## src/rtl/syncrx_pkg.sv

```systemverilog
package syncrx_pkg;

    typedef enum logic [1:0] {
        ST_HUNT    = 2'd0,
        ST_CONFIRM = 2'd1,
        ST_DATA    = 2'd2,
        ST_PARITY  = 2'd3
    } rx_state_e;

    localparam int CHAR_W = 8;

    // Data length from the 2-bit length code: 0..3 -> 8..5 bits.
    function automatic logic [3:0] char_bits(input logic [1:0] code);
        return 4'd8 - {2'b00, code};
    endfunction

endpackage

```

## src/rtl/syncrx_baud_gen.sv

```systemverilog
module syncrx_baud_gen #(
    parameter int CLK_HZ    = 50_000_000,
    parameter int BASE_BAUD = 1200
) (
    input  logic       clk,
    input  logic       rst_n,
    input  logic [1:0] rate_sel,
    output logic       tick
);
    localparam int BASE_DIV = CLK_HZ / BASE_BAUD;
    localparam int CW       = $clog2(BASE_DIV + 1);

    logic [CW-1:0] cnt_q;
    logic [CW-1:0] div_m1;

    assign div_m1 = (CW'(BASE_DIV) >> rate_sel) - CW'(1);
    assign tick   = (cnt_q >= div_m1);

    always_ff @(posedge clk or negedge rst_n) begin
        if (!rst_n)    cnt_q <= '0;
        else if (tick) cnt_q <= '0;
        else           cnt_q <= cnt_q + CW'(1);
    end
endmodule

```

## src/rtl/syncrx_clk_sel.sv

```systemverilog
module syncrx_clk_sel #(
    parameter int SYNC_STAGES = 2
) (
    input  logic clk,
    input  logic rst_n,
    input  logic ext_present,
    input  logic ext_clk,
    input  logic int_tick,
    output logic bit_stb
);
    localparam int MSB = SYNC_STAGES - 1;

    logic [MSB:0] sync_q;
    logic         prev_q;

    always_ff @(posedge clk or negedge rst_n) begin
        if (!rst_n) begin
            sync_q <= '0;
            prev_q <= 1'b0;
        end else begin
            sync_q <= {sync_q[MSB-1:0], ext_clk};
            prev_q <= sync_q[MSB];
        end
    end

    assign bit_stb = ext_present ? (sync_q[MSB] & ~prev_q) : int_tick;
endmodule

```

## src/rtl/sync_char_rx.sv

```systemverilog
module sync_char_rx
    import syncrx_pkg::*;
#(
    parameter int CLK_HZ      = 50_000_000,
    parameter int BASE_BAUD   = 1200,
    parameter int SYNC_STAGES = 2
) (
    input  logic              clk,
    input  logic              rst_n,
    input  logic [1:0]        cfg_len,
    input  logic              cfg_par_en,
    input  logic              cfg_par_odd,
    input  logic              cfg_two_sync,
    input  logic              cfg_sync_sel,
    input  logic [CHAR_W-1:0] sync_code_a,
    input  logic [CHAR_W-1:0] sync_code_b,
    input  logic [1:0]        cfg_baud,
    input  logic              ext_clk_present,
    input  logic              ext_rx_clk,
    input  logic              rx_data,
    input  logic              resync,
    output logic [CHAR_W-1:0] char_out,
    output logic              char_valid,
    output logic              par_err,
    output logic              in_sync
);
    localparam logic [3:0] FULL = 4'(CHAR_W);

    logic int_tick;
    logic bit_stb;

    syncrx_baud_gen #(
        .CLK_HZ   (CLK_HZ),
        .BASE_BAUD(BASE_BAUD)
    ) u_baud (
        .clk     (clk),
        .rst_n   (rst_n),
        .rate_sel(cfg_baud),
        .tick    (int_tick)
    );

    syncrx_clk_sel #(
        .SYNC_STAGES(SYNC_STAGES)
    ) u_csel (
        .clk        (clk),
        .rst_n      (rst_n),
        .ext_present(ext_clk_present),
        .ext_clk    (ext_rx_clk),
        .int_tick   (int_tick),
        .bit_stb    (bit_stb)
    );

    rx_state_e         state_q, state_d;
    logic [CHAR_W-1:0] hunt_q, hunt_shift, sync_code;
    logic [3:0]        fill_q;
    logic [2:0]        cnt_q;
    logic [CHAR_W-1:0] asm_q, asm_with_bit;
    logic [3:0]        nbits;
    logic              hunt_hit, last_data;
    logic              emit, emit_err;
    logic [CHAR_W-1:0] emit_char;

    // Shared decode of the current bit
    always_comb begin
        sync_code    = cfg_sync_sel ? sync_code_b : sync_code_a;
        hunt_shift   = {rx_data, hunt_q[CHAR_W-1:1]};
        hunt_hit     = (fill_q >= FULL - 4'd1) && (hunt_shift == sync_code);
        nbits        = char_bits(cfg_len);
        last_data    = ({1'b0, cnt_q} == nbits - 4'd1);
        asm_with_bit = asm_q | (CHAR_W'(rx_data) << cnt_q);
    end

    // Next state and delivery decision
    always_comb begin
        state_d   = state_q;
        emit      = 1'b0;
        emit_err  = 1'b0;
        emit_char = asm_with_bit;
        if (resync) begin
            state_d = ST_HUNT;
        end else if (bit_stb) begin
            unique case (state_q)
                ST_HUNT: begin
                    if (hunt_hit)
                        state_d = cfg_two_sync ? ST_CONFIRM : ST_DATA;
                end
                ST_CONFIRM: begin
                    if (cnt_q == 3'd7)
                        state_d = hunt_hit ? ST_DATA : ST_HUNT;
                end
                ST_DATA: begin
                    if (last_data) begin
                        if (cfg_par_en) state_d = ST_PARITY;
                        else            emit    = 1'b1;
                    end
                end
                ST_PARITY: begin
                    emit      = 1'b1;
                    emit_char = asm_q;
                    emit_err  = ((^asm_q) ^ rx_data) != cfg_par_odd;
                    state_d   = ST_DATA;
                end
                default: state_d = ST_HUNT;
            endcase
        end
    end

    // State register
    always_ff @(posedge clk or negedge rst_n) begin
        if (!rst_n) state_q <= ST_HUNT;
        else        state_q <= state_d;
    end

    // Hunt history, bit counter and character assembly
    always_ff @(posedge clk or negedge rst_n) begin
        if (!rst_n) begin
            hunt_q <= '0;
            fill_q <= '0;
            cnt_q  <= '0;
            asm_q  <= '0;
        end else if (resync) begin
            hunt_q <= '0;
            fill_q <= '0;
            cnt_q  <= '0;
            asm_q  <= '0;
        end else if (bit_stb) begin
            hunt_q <= hunt_shift;
            if (fill_q < FULL) fill_q <= fill_q + 4'd1;
            unique case (state_q)
                ST_HUNT: begin
                    cnt_q <= '0;
                    asm_q <= '0;
                end
                ST_CONFIRM: begin
                    cnt_q <= cnt_q + 3'd1;
                    asm_q <= '0;
                end
                ST_DATA: begin
                    if (last_data) begin
                        cnt_q <= '0;
                        asm_q <= cfg_par_en ? asm_with_bit : '0;
                    end else begin
                        cnt_q <= cnt_q + 3'd1;
                        asm_q <= asm_with_bit;
                    end
                end
                ST_PARITY: begin
                    cnt_q <= '0;
                    asm_q <= '0;
                end
                default: begin
                    cnt_q <= '0;
                    asm_q <= '0;
                end
            endcase
        end
    end

    // Outputs
    always_ff @(posedge clk or negedge rst_n) begin
        if (!rst_n) begin
            char_out   <= '0;
            char_valid <= 1'b0;
            par_err    <= 1'b0;
        end else begin
            char_valid <= emit;
            par_err    <= emit & emit_err;
            if (emit) char_out <= emit_char;
        end
    end

    assign in_sync = (state_q == ST_DATA) || (state_q == ST_PARITY);

endmodule

```

## config.mk

```make
export PLATFORM = sky130hd
export DESIGN_NAME = sync_char_rx
export DESIGN_NICKNAME = d
export VERILOG_FILES = /design/src/rtl/syncrx_pkg.sv /design/src/rtl/syncrx_baud_gen.sv /design/src/rtl/syncrx_clk_sel.sv /design/src/rtl/sync_char_rx.sv
export SDC_FILE = /design/constraint.sdc
export NUM_CORES = 1
export LEC_CHECK = 0
export ABC_AREA = 1
export ABC_CLOCK_PERIOD_IN_PS = 2400
export BUFFER_PORTS_ARGS = -buffer_cell sky130_fd_sc_hd__buf_2
export CAP_MARGIN = 30
export CORE_ASPECT_RATIO = 1.4
export CORE_UTILIZATION = 47
export CTS_BUF_LIST = sky130_fd_sc_hd__clkbuf_8
export DETAILED_ROUTE_END_ITERATION = 7
export PLACE_DENSITY = 0.73
export SLEW_MARGIN = 30
export SYNTH_ARGS = -nofsm -noshare
export SYNTH_HDL_FRONTEND = slang
export SYNTH_SLANG_ARGS = --single-unit
```

## constraint.sdc

```tcl
create_clock -name clk -period 2.4 [get_ports clk]
set_input_delay 0.6 -clock clk [delete_from_list [all_inputs] [get_ports clk]]
set_output_delay 0.6 -clock clk [all_outputs]
set_load 0.01 [all_outputs]
```

After elaboration in Yosys (flattened, before gate mapping)
Index checks and enable logic that the tools add are counted.

Reduce and logical (&&, ||, !) cells: 10. Muxes and demuxes: 37. Equal/unequal tests: 11. Shifts and indexed selects: 2. $add $sub $neg: 6. Order comparisons: 3. Bitwise operators: 5.

Operators with widths (count): 8-bit 2-to-1 mux (10); 16-bit by 1-bit adder with 16-bit output (second input constant) (1); 16-bit greater-or-equal comparator (1); 16-bit 2-to-1 mux (1); 2-bit 2-to-1 mux (8); 8-bit one-hot mux with 2 select lines (1); 16-bit by 2-bit >> shifter with 16-bit output (first input constant) (1); 16-bit by 2-bit subtractor with 16-bit output (second input constant) (1); 4-bit 2-to-1 mux (3); 3-bit != test (second input constant) (4); 3-bit 2-to-1 mux (3); 3-bit one-hot mux with 3 select lines (1); 8-bit equality test (1); 1-bit 2-to-1 mux (8); 8-bit OR (1); 2-bit one-hot mux with 4 select lines (1); 8-bit parity (1); 1-bit by 3-bit left shift with 8-bit output (1); 5-bit AND reduction (1); 4-bit by 1-bit adder with 4-bit output (second input constant) (1); 2-bit equality test (second input constant) (2); 3-bit by 4-bit equality test with 1-bit output (1); 4-bit by 3-bit greater-or-equal comparator with 1-bit output (second input constant) (1); 4-bit less-than comparator (second input constant) (1); other kinds (17) (19).

Bits of input ports: 30. Word-level logic and storage cells: 85. Flip-flop bits (word level): 54. Output and inout bits: 11.

Longest topological paths before layout
Gate-level depths: netlist (run 1).

Word-level depth: 8. Gate-level depth with buffers: 21. Depth with buffers taken out: 21.

Modules after synthesis
Synthesis (run 1) repeated with hierarchy kept, for this count alone.

Cells, all modules: 425. Area, all modules: 3334.4 um^2.

By module, submodules not included: sync_char_rx (cells each 255, seq. area each 850.8 um^2, area an instance 1923.1 um^2, instances 1); syncrx_baud_gen (cells each 162, seq. area each 400.4 um^2, area an instance 1316.3 um^2, instances 1); syncrx_clk_sel (cells each 8, seq. area each 75.1 um^2, area an instance 95.1 um^2, instances 1).

Worst setup path after synthesis (run 1)
No wires, ideal clock.

Kind: input port to flip-flop. Start: input cfg_baud[0]. End: register char_out[2]. Setup time: 0.117 ns. Arrival time: 2.650 ns. Stages on the path: 20. Required time: 2.283 ns. Setup slack: -0.367 ns. Path buffers: 1. Cells stage by stage: inv_1 -> ha_1 -> nor3_1 -> nand3_1 -> xor2_1 -> ha_1 -> nand2_1 -> inv_2 -> nand2_1 -> nor2_1 -> nor2_1 -> nand2_1 -> nand2_1 -> nand2_4 -> nand2_1 -> nand2_2 -> nand2_4 -> buf_6 -> o21ai_1 -> inv_1.

Word-level cells in the longest chain between the ends: 6. Elaborated cells on any way between the ends: 8. Those cells by class: 1 x add/sub; 1 x order compare; 1 x shift; 5 x mux.

Ends and longest elaborated chain: from (decl) (line sync_char_rx.sv:17) `input logic [1:0] cfg_baud,`; 16-bit by 2-bit >> shifter with 16-bit output * (line syncrx_baud_gen.sv:16) `assign div_m1 = (CW'(BASE_DIV) >> rate_sel) - CW'(1);`; 16-bit by 2-bit subtractor with 16-bit output * (line syncrx_baud_gen.sv:16); 16-bit greater-or-equal comparator * (line syncrx_baud_gen.sv:17) `assign tick = (cnt_q >= div_m1);`; 1-bit 2-to-1 mux * (line syncrx_clk_sel.sv:26) `assign bit_stb = ext_present ? (sync_q[MSB] & ~prev_q) : int_tick;`; 8-bit 2-to-1 mux / 1-bit 2-to-1 mux (equally long branches) (line sync_char_rx.sv:81) `end else if (bit_stb) begin`; 8-bit 2-to-1 mux / 1-bit 2-to-1 mux (equally long branches) (line sync_char_rx.sv:79) `if (resync) begin`; to (signal assigned) (line sync_char_rx.sv:168) `if (emit) char_out <= emit_char;`; to (decl) (line sync_char_rx.sv:22) `output logic [CHAR_W-1:0] char_out,`.

Mark *: on every way between the ends. The rest lies on a longest branch, timed or not. A chain may end at the register's enable or synchronous reset.

Worst setup path after layout (run 1)
Start: input cfg_baud[1]. End: register char_out[2].

The elaborated chain is that of the path after synthesis.

==> impl_metrics.yaml, run 1 <==
synthesis:
  synthArstFlopShare: 1.00
  yosysSeqAreaShare: 0.362
  syn-num-nets: 550
  syn_area_sq_um: 3660
  syn_avg_cell_area_sq_um: 7.46
  synth_seq_cells: 53
  syn_inst: 491
  yosys_warnings: 0
  ys_types: 38
  ys.flop_type: "dfrtp_1"
  synth_edf_count: 0
place:
  io_buffers: 40
  gp_congestion: 0.883
  hpwl_um: 6140
  place_inst: 637
drt:
  route.detailed.drc: 0
  wl_per_cell_um: 12.8
  wl_met3_um: 188
  drt_wl_total_um: 8370
  first_iter_violations: 132
  vias_per_cell: 5.05
  route.met2.wl_um: 4630
  wl_met1_um: 3420
  postRouteAntennaNets: 0
  vias: 3300
  highest_layer: "met4"
  dr.pass1.iters: 4
clocking:
  clkTransAtPathRegs_ns: 0.09
  hold_buffers: 0
  cts_tree: "done"
  htree_levels: 2
  cts.path.max_buffers: 2
  cts_buffers: 5
  clock_tree.root_cell: "clkbuf_8"
  insertion_delay_ns: 0.31
  cts_sinks: 53
final_layout:
  final_common_cell: "nand2_1"
  finalNetCount: 614
  n_fill_cell: 642
  area_growth_pct: 24.5
  insertedDiodeCount: 0
  layout_common_cells: "nand2_1, inv_1, dfrtp_1"
  drive_gt1_frac: 0.266
  finalNonFillerCells: 653
sta:
  max_freq_mhz: 372
  finClkSkew_ns: 0.00501
  period_share: 1.12
  setup_viol: 50
  fin_tns_setup_ns: -8.50
  min_period_ns: 2.69
  maxSlewHeadroom: 0.446
  timing.final.ws_setup_ns: -0.288
  slew_viol_final: 0
  finalHoldViolCount: 0
  rsz0062_at_grt: "true"
  fin_hold_ws_ns: 0.292
  worst_pin_slew_ns: 0.831
floorplanning:
  die_x_um: 76.6
  start_util: 0.491
  num_io_pins: 41
  coreArea_sq_um: 7450
  dieArea_sq_um: 8150
  rows: 37
  dieHeight_um: 106
setup_path:
  critical_path_class: "in -> reg"
  crit_required_ns: 2.60
  crit_fanout: 8
  start_kind: "primary input"
  cp_data_arrival_time_ns: 2.89
  worstSetupEndpointType: "flip-flop"
power:
  leakagePower_nw: 2.23
  p_per_area_nw_per_um2: 502
  max-vdd-ir-drop_uv: 440
worst_hold_path:
  min_path_type: "in -> async"
global_route:
  grt_pass1_vias: 3300
  grt_max_degree: 30
  grt_util_all_layers: 0.216
  grt_first_pass_wirelength_um: 14200
  antenna_found_initial: 0
  grt-ovfl-total: 0
status:
  violations: "negative setup slack"
  status: "finished, violations left"
job:
  drv_cap: 0
worst max-delay path, cell delays in order:
cell     delay (ns)
buf_6          0.12
inv_12         0.05
ha_1           0.20
inv_1          0.08
ha_1           0.17
o21ai_0        0.07
nand4_1        0.11
xor2_1         0.16
ha_1           0.28
nand2_1        0.07
nor3_2         0.19
nand2_2        0.08
buf_6          0.12
nand2_4        0.06
nand2_4        0.06
nand2_8        0.16
nand2_8        0.08
o21ai_2        0.17
inv_1          0.05
final cells by class:
cell class / instances / area (sq um) / area share
sequential: 53 / 1330 / 0.291
tap: 97 / 121 / 0.0266
inverter: 88 / 367 / 0.0804
clock inverter: 1 / 5.00 / 0.00110
clock buffer: 7 / 96.3 / 0.0211
timing repair buffer: 65 / 479 / 0.105
multi-input combinational: 342 / 2160 / 0.475
synth_stat cells (4+ instances only):
master	instances	share of area
o21ai_1	31	0.042
nand4_1	8	0.014
ha_1	29	0.099
inv_1	78	0.080
xnor2_1	6	0.014
nand3_1	30	0.041
o21ai_0	6	0.0082
nor2_1	43	0.044
a31oi_1	8	0.014
nand2_2	9	0.015
clkbuf_1	5	0.0051
dfrtp_1	53	0.36
nand2_1	103	0.11
xor2_1	9	0.022
inv_2	6	0.0061
nor3_1	17	0.023
nor2_2	5	0.0085
nor2_4	4	0.012
a21oi_1	11	0.015
through the flow:
step / power [mW] / util / setup WS [ns] / area [sq um]
CTS: 2.29 / 0.599 / -0.157 / 4460
detailed placement: 1.68 / 0.556 / -0.651 / 4150
global route: 2.43 / 0.612 / -0.434 / 4560
global placement: 1.64 / 0.556 / -0.570 / 4150
finish: 2.29 / 0.612 / -0.288 / 4560
floorplan: 1.48 / - / -0.238 / 3720
what timing repair did:
action | CTS | global route
gates resized for setup | 35 | 19
endpoints found under the hold margin | 0 | 0
pin swaps | 17 | 14
endpoints found under the setup margin | 50 | 50
gates cloned | 3 | 1
buffers inserted | 3 | 1
registers in the layout (all words and copies together) (netlist names):
signal / cells
char_out: 8
state_q: 2
char_valid: 1
u_csel.sync_q: 2
asm_q: 8
hunt_q: 7
u_baud.cnt_q: 16
u_csel.prev_q: 1
cnt_q: 3
fill_q: 4
par_err: 1
routing by layer:
metal  GRT usage  vias up
li1            -     1687
met1       0.239     1547
met2       0.420       55
met3      0.0292       11
met4      0.0646        0
met5           0        -
path summary, 6_finish.rpt:
kind	start	to	slack, ns	cells past startpoint
hold reg to reg	u_csel.sync_q[0]$_DFF_PN0_	u_csel.sync_q[1]$_DFF_PN0_	0.37	0
setup / recovery	cfg_baud[1]	char_out[2]$_DFFE_PN0P_	-0.29	19
min in group clk	u_csel.sync_q[0]$_DFF_PN0_	u_csel.sync_q[1]$_DFF_PN0_	0.37	0
max in group asynchronous	rst_n	u_baud.cnt_q[15]$_DFF_PN0_	1.54	2
setup reg to reg	u_baud.cnt_q[7]$_DFF_PN0_	char_out[2]$_DFFE_PN0P_	0.35	15
hold / removal	rst_n	asm_q[5]$_DFFE_PN0P_	0.29	1
cell families (layout without fill, tap and decap cells):
| logic type | after synthesis | in the layout | synth area share |
|---|---|---|---|
| flops | 53 | 53 | 0.362 |
| xor+xnor | 15 | 15 | 0.0359 |
| buf+inv | 99 | 161 | 0.114 |
| fa+ha+maj | 29 | 29 | 0.0991 |
| compound gates | 64 | 64 | 0.0960 |
| simple gates | 231 | 234 | 0.293 |
power breakdown:
group	total, mW	internal [mW]	switching [mW]
Clock	0.559	0.262	0.297
Combinational	0.668	0.292	0.376
Sequential	1.06	0.967	0.0929
(Power assumes the default switching activity.)
==> run 2, diff against run 1 <==
--- a/config.mk
+++ b/config.mk
@@ -7,13 +7,13 @@
 export LEC_CHECK = 0
 export ABC_AREA = 1
 export ABC_CLOCK_PERIOD_IN_PS = 2400
-export BUFFER_PORTS_ARGS = -buffer_cell sky130_fd_sc_hd__buf_2
 export CAP_MARGIN = 30
 export CORE_ASPECT_RATIO = 1.4
 export CORE_UTILIZATION = 47
 export CTS_BUF_LIST = sky130_fd_sc_hd__clkbuf_8
 export DETAILED_ROUTE_END_ITERATION = 7
-export PLACE_DENSITY = 0.73
+export DONT_BUFFER_PORTS = 1
+export PLACE_DENSITY = 0.69
 export SLEW_MARGIN = 30
 export SYNTH_ARGS = -nofsm -noshare
 export SYNTH_HDL_FRONTEND = slang
==> impl_metrics.yaml, run 2 (synthesized netlist as in run 1, its figures left out) <==
clocking:
  htree_levels: 2
  clkTransAtPathRegs_ns: 0.10
  cts_sinks: 53
  insertion_delay_ns: 0.32
  cts_buffers: 5
  clock_tree.root_cell: "clkbuf_8"
  cts_tree: "done"
  cts.path.max_buffers: 2
sta:
  rsz0062_at_grt: "true"
  min_period_ns: 2.44
  max_freq_mhz: 409
  period_share: 1.02
  finClkSkew_ns: 0.00721
  setup_viol: 27
  fin_tns_setup_ns: -0.721
  fin_hold_ws_ns: 0.119
  slew_viol_final: 0
  worst_pin_slew_ns: 0.731
  finalHoldViolCount: 0
  timing.final.ws_setup_ns: -0.0430
  maxSlewHeadroom: 0.513
place:
  io_buffers: 0
  place_inst: 592
  gp_congestion: 0.811
  placed_area_sq_um: 3890
  hpwl_um: 5770
drt:
  first_iter_violations: 98
  dr.pass1.iters: 4
  wl_per_cell_um: 13.4
  vias: 3157
  vias_per_cell: 5.20
  drt_wl_total_um: 8150
  route.detailed.drc: 0
  postRouteAntennaNets: 0
final_layout:
  insertedDiodeCount: 0
  n_fill_cell: 675
  drive_gt1_frac: 0.200
  final_common_cell: "nand2_1"
  finalNetCount: 568
  finalNonFillerCells: 607
  area_growth_pct: 17.5
  largest_reg_flops: 16
  largestRegisters: "u_baud.cnt_q: 16 flops, asm_q: 8 flops, char_out: 8 flops"
  top_register: "u_baud.cnt_q"
  final_cell_area_sq_um: 4300
  layout_common_cells: "nand2_1, inv_1, dfrtp_1"
setup_path:
  cp_slowest_stage_delay_ns: 0.31
  crit_fanout: 6
  critical_path.cell_chain: "inv_12 > ha_4 > nor3_2 > nand3_1 > xor2_1 > ha_1 > nand2_1 > inv_2 > nand2_1 > nand2_1 > nor2_1 > nand2_1 > nand2_2 > nand3_2 > nand2_4 > nand2_8 > buf_6 > nand2_4 > nand2_1 > o21ai_1"
  cpLargestDelayFamily: "simple AND/OR/NAND/NOR gates"
  worstSetupEndpointType: "flip-flop"
  critPathMostFrequentCell: "nand2_1"
  start_kind: "primary input"
  crit_buf_inv: 3
  crit_required_ns: 2.66
  critical_path_class: "in -> reg"
  cp_data_arrival_time_ns: 2.70
  slowest_stage: "ha_1"
floorplanning:
  num_io_pins: 41
  dieHeight_um: 106
  coreArea_sq_um: 7450
  dieArea_sq_um: 8150
  rows: 37
  die_x_um: 76.6
  start_util: 0.491
global_route:
  grt-ovfl-total: 0
  busiest_layer: "met2"
  grt_pass1_vias: 2945
  grt_first_pass_wirelength_um: 13100
  antenna_found_initial: 0
  grt_use_met1: 0.234
  use_met3: 0.0335
  grt_util_all_layers: 0.204
  grt_max_degree: 54
  globalRouteMet2Util: 0.369
status:
  violations: "negative setup slack"
  status: "finished, violations left"
power:
  power_mw: 2.31
  leakagePower_nw: 2.06
  p_per_area_nw_per_um2: 538
  max-vdd-ir-drop_uv: 324
job:
  drv_cap: 0
worst_hold_path:
  min_path_type: "in -> async"
run 2: path summary, 6_finish.rpt:
| kind | from | end | slack [ns] | cells after the start |
|---|---|---|---|---|
| setup / recovery | cfg_baud[1] | fill_q[0]$_DFFE_PN0P_ | -0.04 | 20 |
| max in group asynchronous | rst_n | hunt_q[7]$_DFFE_PN0P_ | 2.04 | 1 |
| setup reg to reg | u_baud.cnt_q[7]$_DFF_PN0_ | char_out[5]$_DFFE_PN0P_ | 0.42 | 14 |
| hold / removal | rst_n | hunt_q[2]$_DFFE_PN0P_ | 0.12 | 1 |
| min in group clk | ext_rx_clk | u_csel.sync_q[0]$_DFF_PN0_ | 0.30 | 0 |
| hold reg to reg | u_csel.sync_q[0]$_DFF_PN0_ | u_csel.sync_q[1]$_DFF_PN0_ | 0.37 | 0 |
run 2: report_power, final:
group | switching (mW) | internal (mW)
Combinational | 0.350 | 0.268
Clock | 0.325 | 0.310
Sequential | 0.0928 | 0.967
run 2: area by class of cell:
cell class	instances	area, sq um	area share
clock inverters	3	42.5	0.00989
clock buffers	5	68.8	0.0160
multi-input cells	342	2160	0.502
flip-flops and latches	53	1330	0.308
well taps	97	121	0.0282
inverters	88	364	0.0846
repair buffers	19	221	0.0515
run 2: worst reg2reg max path, stage by stage, from the launching register on:
cell and delay, ns:
dfrtp_1 0.48, ha_1 0.33, nand2_1 0.07, inv_2 0.06, nand2_2 0.05, nor2_1 0.08, nor2_1 0.05, nand2_1 0.09
nand2_2 0.09, nand2_4 0.09, nand2_4 0.07, nand2_8 0.14, nand2_8 0.07, o21ai_1 0.17, inv_1 0.06
run 2: metal layers:
layer	share of wire	up-vias	routed length [um]
met4	0.020	0	165
met1	0.41	1469	3350
met3	0.036	14	293
met5	0	-	0
met2	0.53	69	4340
li1	-	1605	-
run 2: repair_timing:
item	in CTS	in global routing
hold endpoints to repair	53	0
setup buffers	1	1
pin swaps	6	9
hold buffers	1	0
resized for setup	6	40
gates cloned	1	3
setup endpoints to repair	23	39
run 2: metrics by stage:
step | setup slack [ns] | utilization
final | -0.0430 | 0.577
after global routing | -0.214 | 0.577
after CTS | 0.00693 | 0.549
after detailed placement | -0.404 | 0.523
after global placement | -0.352 | 0.523
after floorplan | -0.238 | -
==> run 3, diff against run 2 <==
--- a/config.mk
+++ b/config.mk
@@ -9,11 +9,11 @@
 export ABC_CLOCK_PERIOD_IN_PS = 2400
 export CAP_MARGIN = 30
 export CORE_ASPECT_RATIO = 1.4
-export CORE_UTILIZATION = 47
+export CORE_UTILIZATION = 65
 export CTS_BUF_LIST = sky130_fd_sc_hd__clkbuf_8
 export DETAILED_ROUTE_END_ITERATION = 7
 export DONT_BUFFER_PORTS = 1
-export PLACE_DENSITY = 0.69
+export PLACE_DENSITY = 0.88
 export SLEW_MARGIN = 30
 export SYNTH_ARGS = -nofsm -noshare
 export SYNTH_HDL_FRONTEND = slang
==> impl_metrics.yaml, run 3 (synthesized netlist as in run 1, its figures left out) <==
place:
  gp_congestion: 0.873
  hpwl_um: 5840
  io_buffers: 0
  place_inst: 560
  placed_area_sq_um: 3840
final_layout:
  area_growth_pct: 19.6
  top_register: "u_baud.cnt_q"
  insertedDiodeCount: 0
  drive_gt1_frac: 0.239
  largest_reg_flops: 16
  final_common_cell: "nand2_1"
  layout_common_cells: "nand2_1, inv_1, dfrtp_1"
  largestRegisters: "u_baud.cnt_q: 16 flops, asm_q: 8 flops, char_out: 8 flops"
  finalNetCount: 569
  finalNonFillerCells: 579
  final_cell_area_sq_um: 4380
sta:
  max_freq_mhz: 388
  finClkSkew_ns: 0.00713
  fin_tns_setup_ns: -3.63
  finalHoldViolCount: 0
  worst_pin_slew_ns: 0.770
  fin_hold_ws_ns: 0.119
  rsz0062_at_grt: "true"
  period_share: 1.07
  maxSlewHeadroom: 0.487
  slew_viol_final: 0
  setup_viol: 35
  min_period_ns: 2.58
  timing.final.ws_setup_ns: -0.179
drt:
  route.detailed.drc: 0
  dr.pass1.iters: 5
  wl_per_cell_um: 16.4
  drt_wl_total_um: 9500
  first_iter_violations: 203
  vias_per_cell: 5.92
  vias: 3429
  postRouteAntennaNets: 0
setup_path:
  ff2ff_setup_slack_ns: 0.28
  ff2ff_path_depth: 14
  start_kind: "primary input"
  r2r_start: "u_baud.cnt_q[7]$_DFF_PN0_"
  worstSetupEndpointType: "flip-flop"
  cp_data_arrival_time_ns: 2.79
  critical_path_class: "in -> reg"
  crit_required_ns: 2.61
  crit_fanout: 7
  r2r_end: "char_out[5]$_DFFE_PN0P_"
floorplanning:
  num_io_pins: 41
  dieArea_sq_um: 5940
  dieHeight_um: 90.8
  coreArea_sq_um: 5490
  start_util: 0.668
  rows: 32
  die_x_um: 65.4
clocking:
  insertion_delay_ns: 0.32
  cts.path.max_buffers: 2
  htree_levels: 2
  clkTransAtPathRegs_ns: 0.09
  clock_tree.root_cell: "clkbuf_8"
  cts_tree: "done"
  cts_sinks: 53
  cts_buffers: 5
global_route:
  grt_util_all_layers: 0.338
  grt_max_degree: 54
  grt_first_pass_wirelength_um: 15300
  grt-ovfl-total: 0
  grt_pass1_vias: 3493
  antenna_found_initial: 0
status:
  violations: "negative setup slack"
  status: "finished, violations left"
job:
  drv_cap: 0
power:
  p_per_area_nw_per_um2: 516
  max-vdd-ir-drop_uv: 369
  power_mw: 2.26
  leakagePower_nw: 2.11
worst_hold_path:
  min_path_type: "in -> async"
-- run 3: changes by cell type in the layout (fill, tap and decap cells not counted), moves of 3 or more --
| cell | previous run | this run |
|---|---|---|
| ha_4 | 1 | 4 |
| nand3_2 | 14 | 4 |
| nor3_2 | 2 | 5 |
| o21ai_1 | 26 | 17 |
| ha_1 | 28 | 25 |
| nor3_1 | 15 | 12 |
| nand2_1 | 92 | 82 |
| o21ai_2 | 5 | 14 |
| nand3_1 | 19 | 29 |
| nand2_2 | 15 | 22 |
-- run 3: worst max-delay path, stage by stage --
cell       delay (ns)
clkinv_16        0.04
ha_4             0.23
nor3_2           0.16
nand3_1          0.10
xor2_1           0.16
ha_1             0.32
nand2_2          0.06
inv_2            0.06
nand2_2          0.06
nor2_1           0.13
nor2_2           0.05
nand2_2          0.10
nand2_4          0.08
nand2_4          0.09
nand2_4          0.06
nand2_8          0.14
nand2_4          0.09
o21ai_2          0.19
inv_1            0.06
-- run 3: worst max-delay path by stage --
stage               slack, ns  depth (start not counted)         from                       to
floorplan               -0.24                         20  cfg_baud[1]  char_out[2]$_DFFE_PN0P_
global placement        -0.35                         20  cfg_baud[1]  char_out[3]$_DFFE_PN0P_
detailed placement      -0.53                         17  cfg_baud[0]  char_out[3]$_DFFE_PN0P_
CTS                     -0.05                         20  cfg_baud[1]    fill_q[0]$_DFFE_PN0P_
global route            -0.32                         19  cfg_baud[0]  char_out[5]$_DFFE_PN0P_
finish                  -0.18                         19  cfg_baud[0]  char_out[5]$_DFFE_PN0P_
-- run 3: routing by layer --
metal,routed length [um],global-route usage,vias up
met5,0,0,-
li1,-,-,1599
met3,409,0.0909,39
met2,5190,0.590,117
met4,418,0.196,0
met1,3490,0.351,1674
-- run 3: final cells by class --
class                           instances  area, sq um
Multi-Input combinational cell        342         2250
Sequential cell                        53         1330
Fill cell                             330         1110
Inverter                               88          390
Timing Repair Buffer                   20          235
Tap cell                               68         85.1
Clock buffer                            5         68.8
Clock inverter                          3         18.8
-- run 3: repair_timing --
item | in CTS | in global routing
setup endpoints to repair | 32 | 50
pin swaps | 22 | 15
resized for setup | 42 | 38
hold buffers | 1 | 0
endpoints found under the hold margin | 53 | 0
cloned | 4 | 1
buffers inserted | 4 | 1
-- run 3: per-stage QoR --
stage,setup slack (ns),utilization
after global routing,-0.318,0.798
after global placement,-0.353,0.699
after detailed placement,-0.534,0.699
after CTS,-0.0548,0.763
final,-0.179,0.798
after floorplan,-0.238,-
-- run 3: power by group --
group / internal (mW) / switching (mW) / total (mW) / leakage, nW
logic: 0.285 / 0.395 / 0.680 / 1.39
registers: 0.967 / 0.0962 / 1.06 / 0.679
clock network: 0.202 / 0.315 / 0.518 / 0.0416
total: 1.45 / 0.806 / 2.26 / 2.11
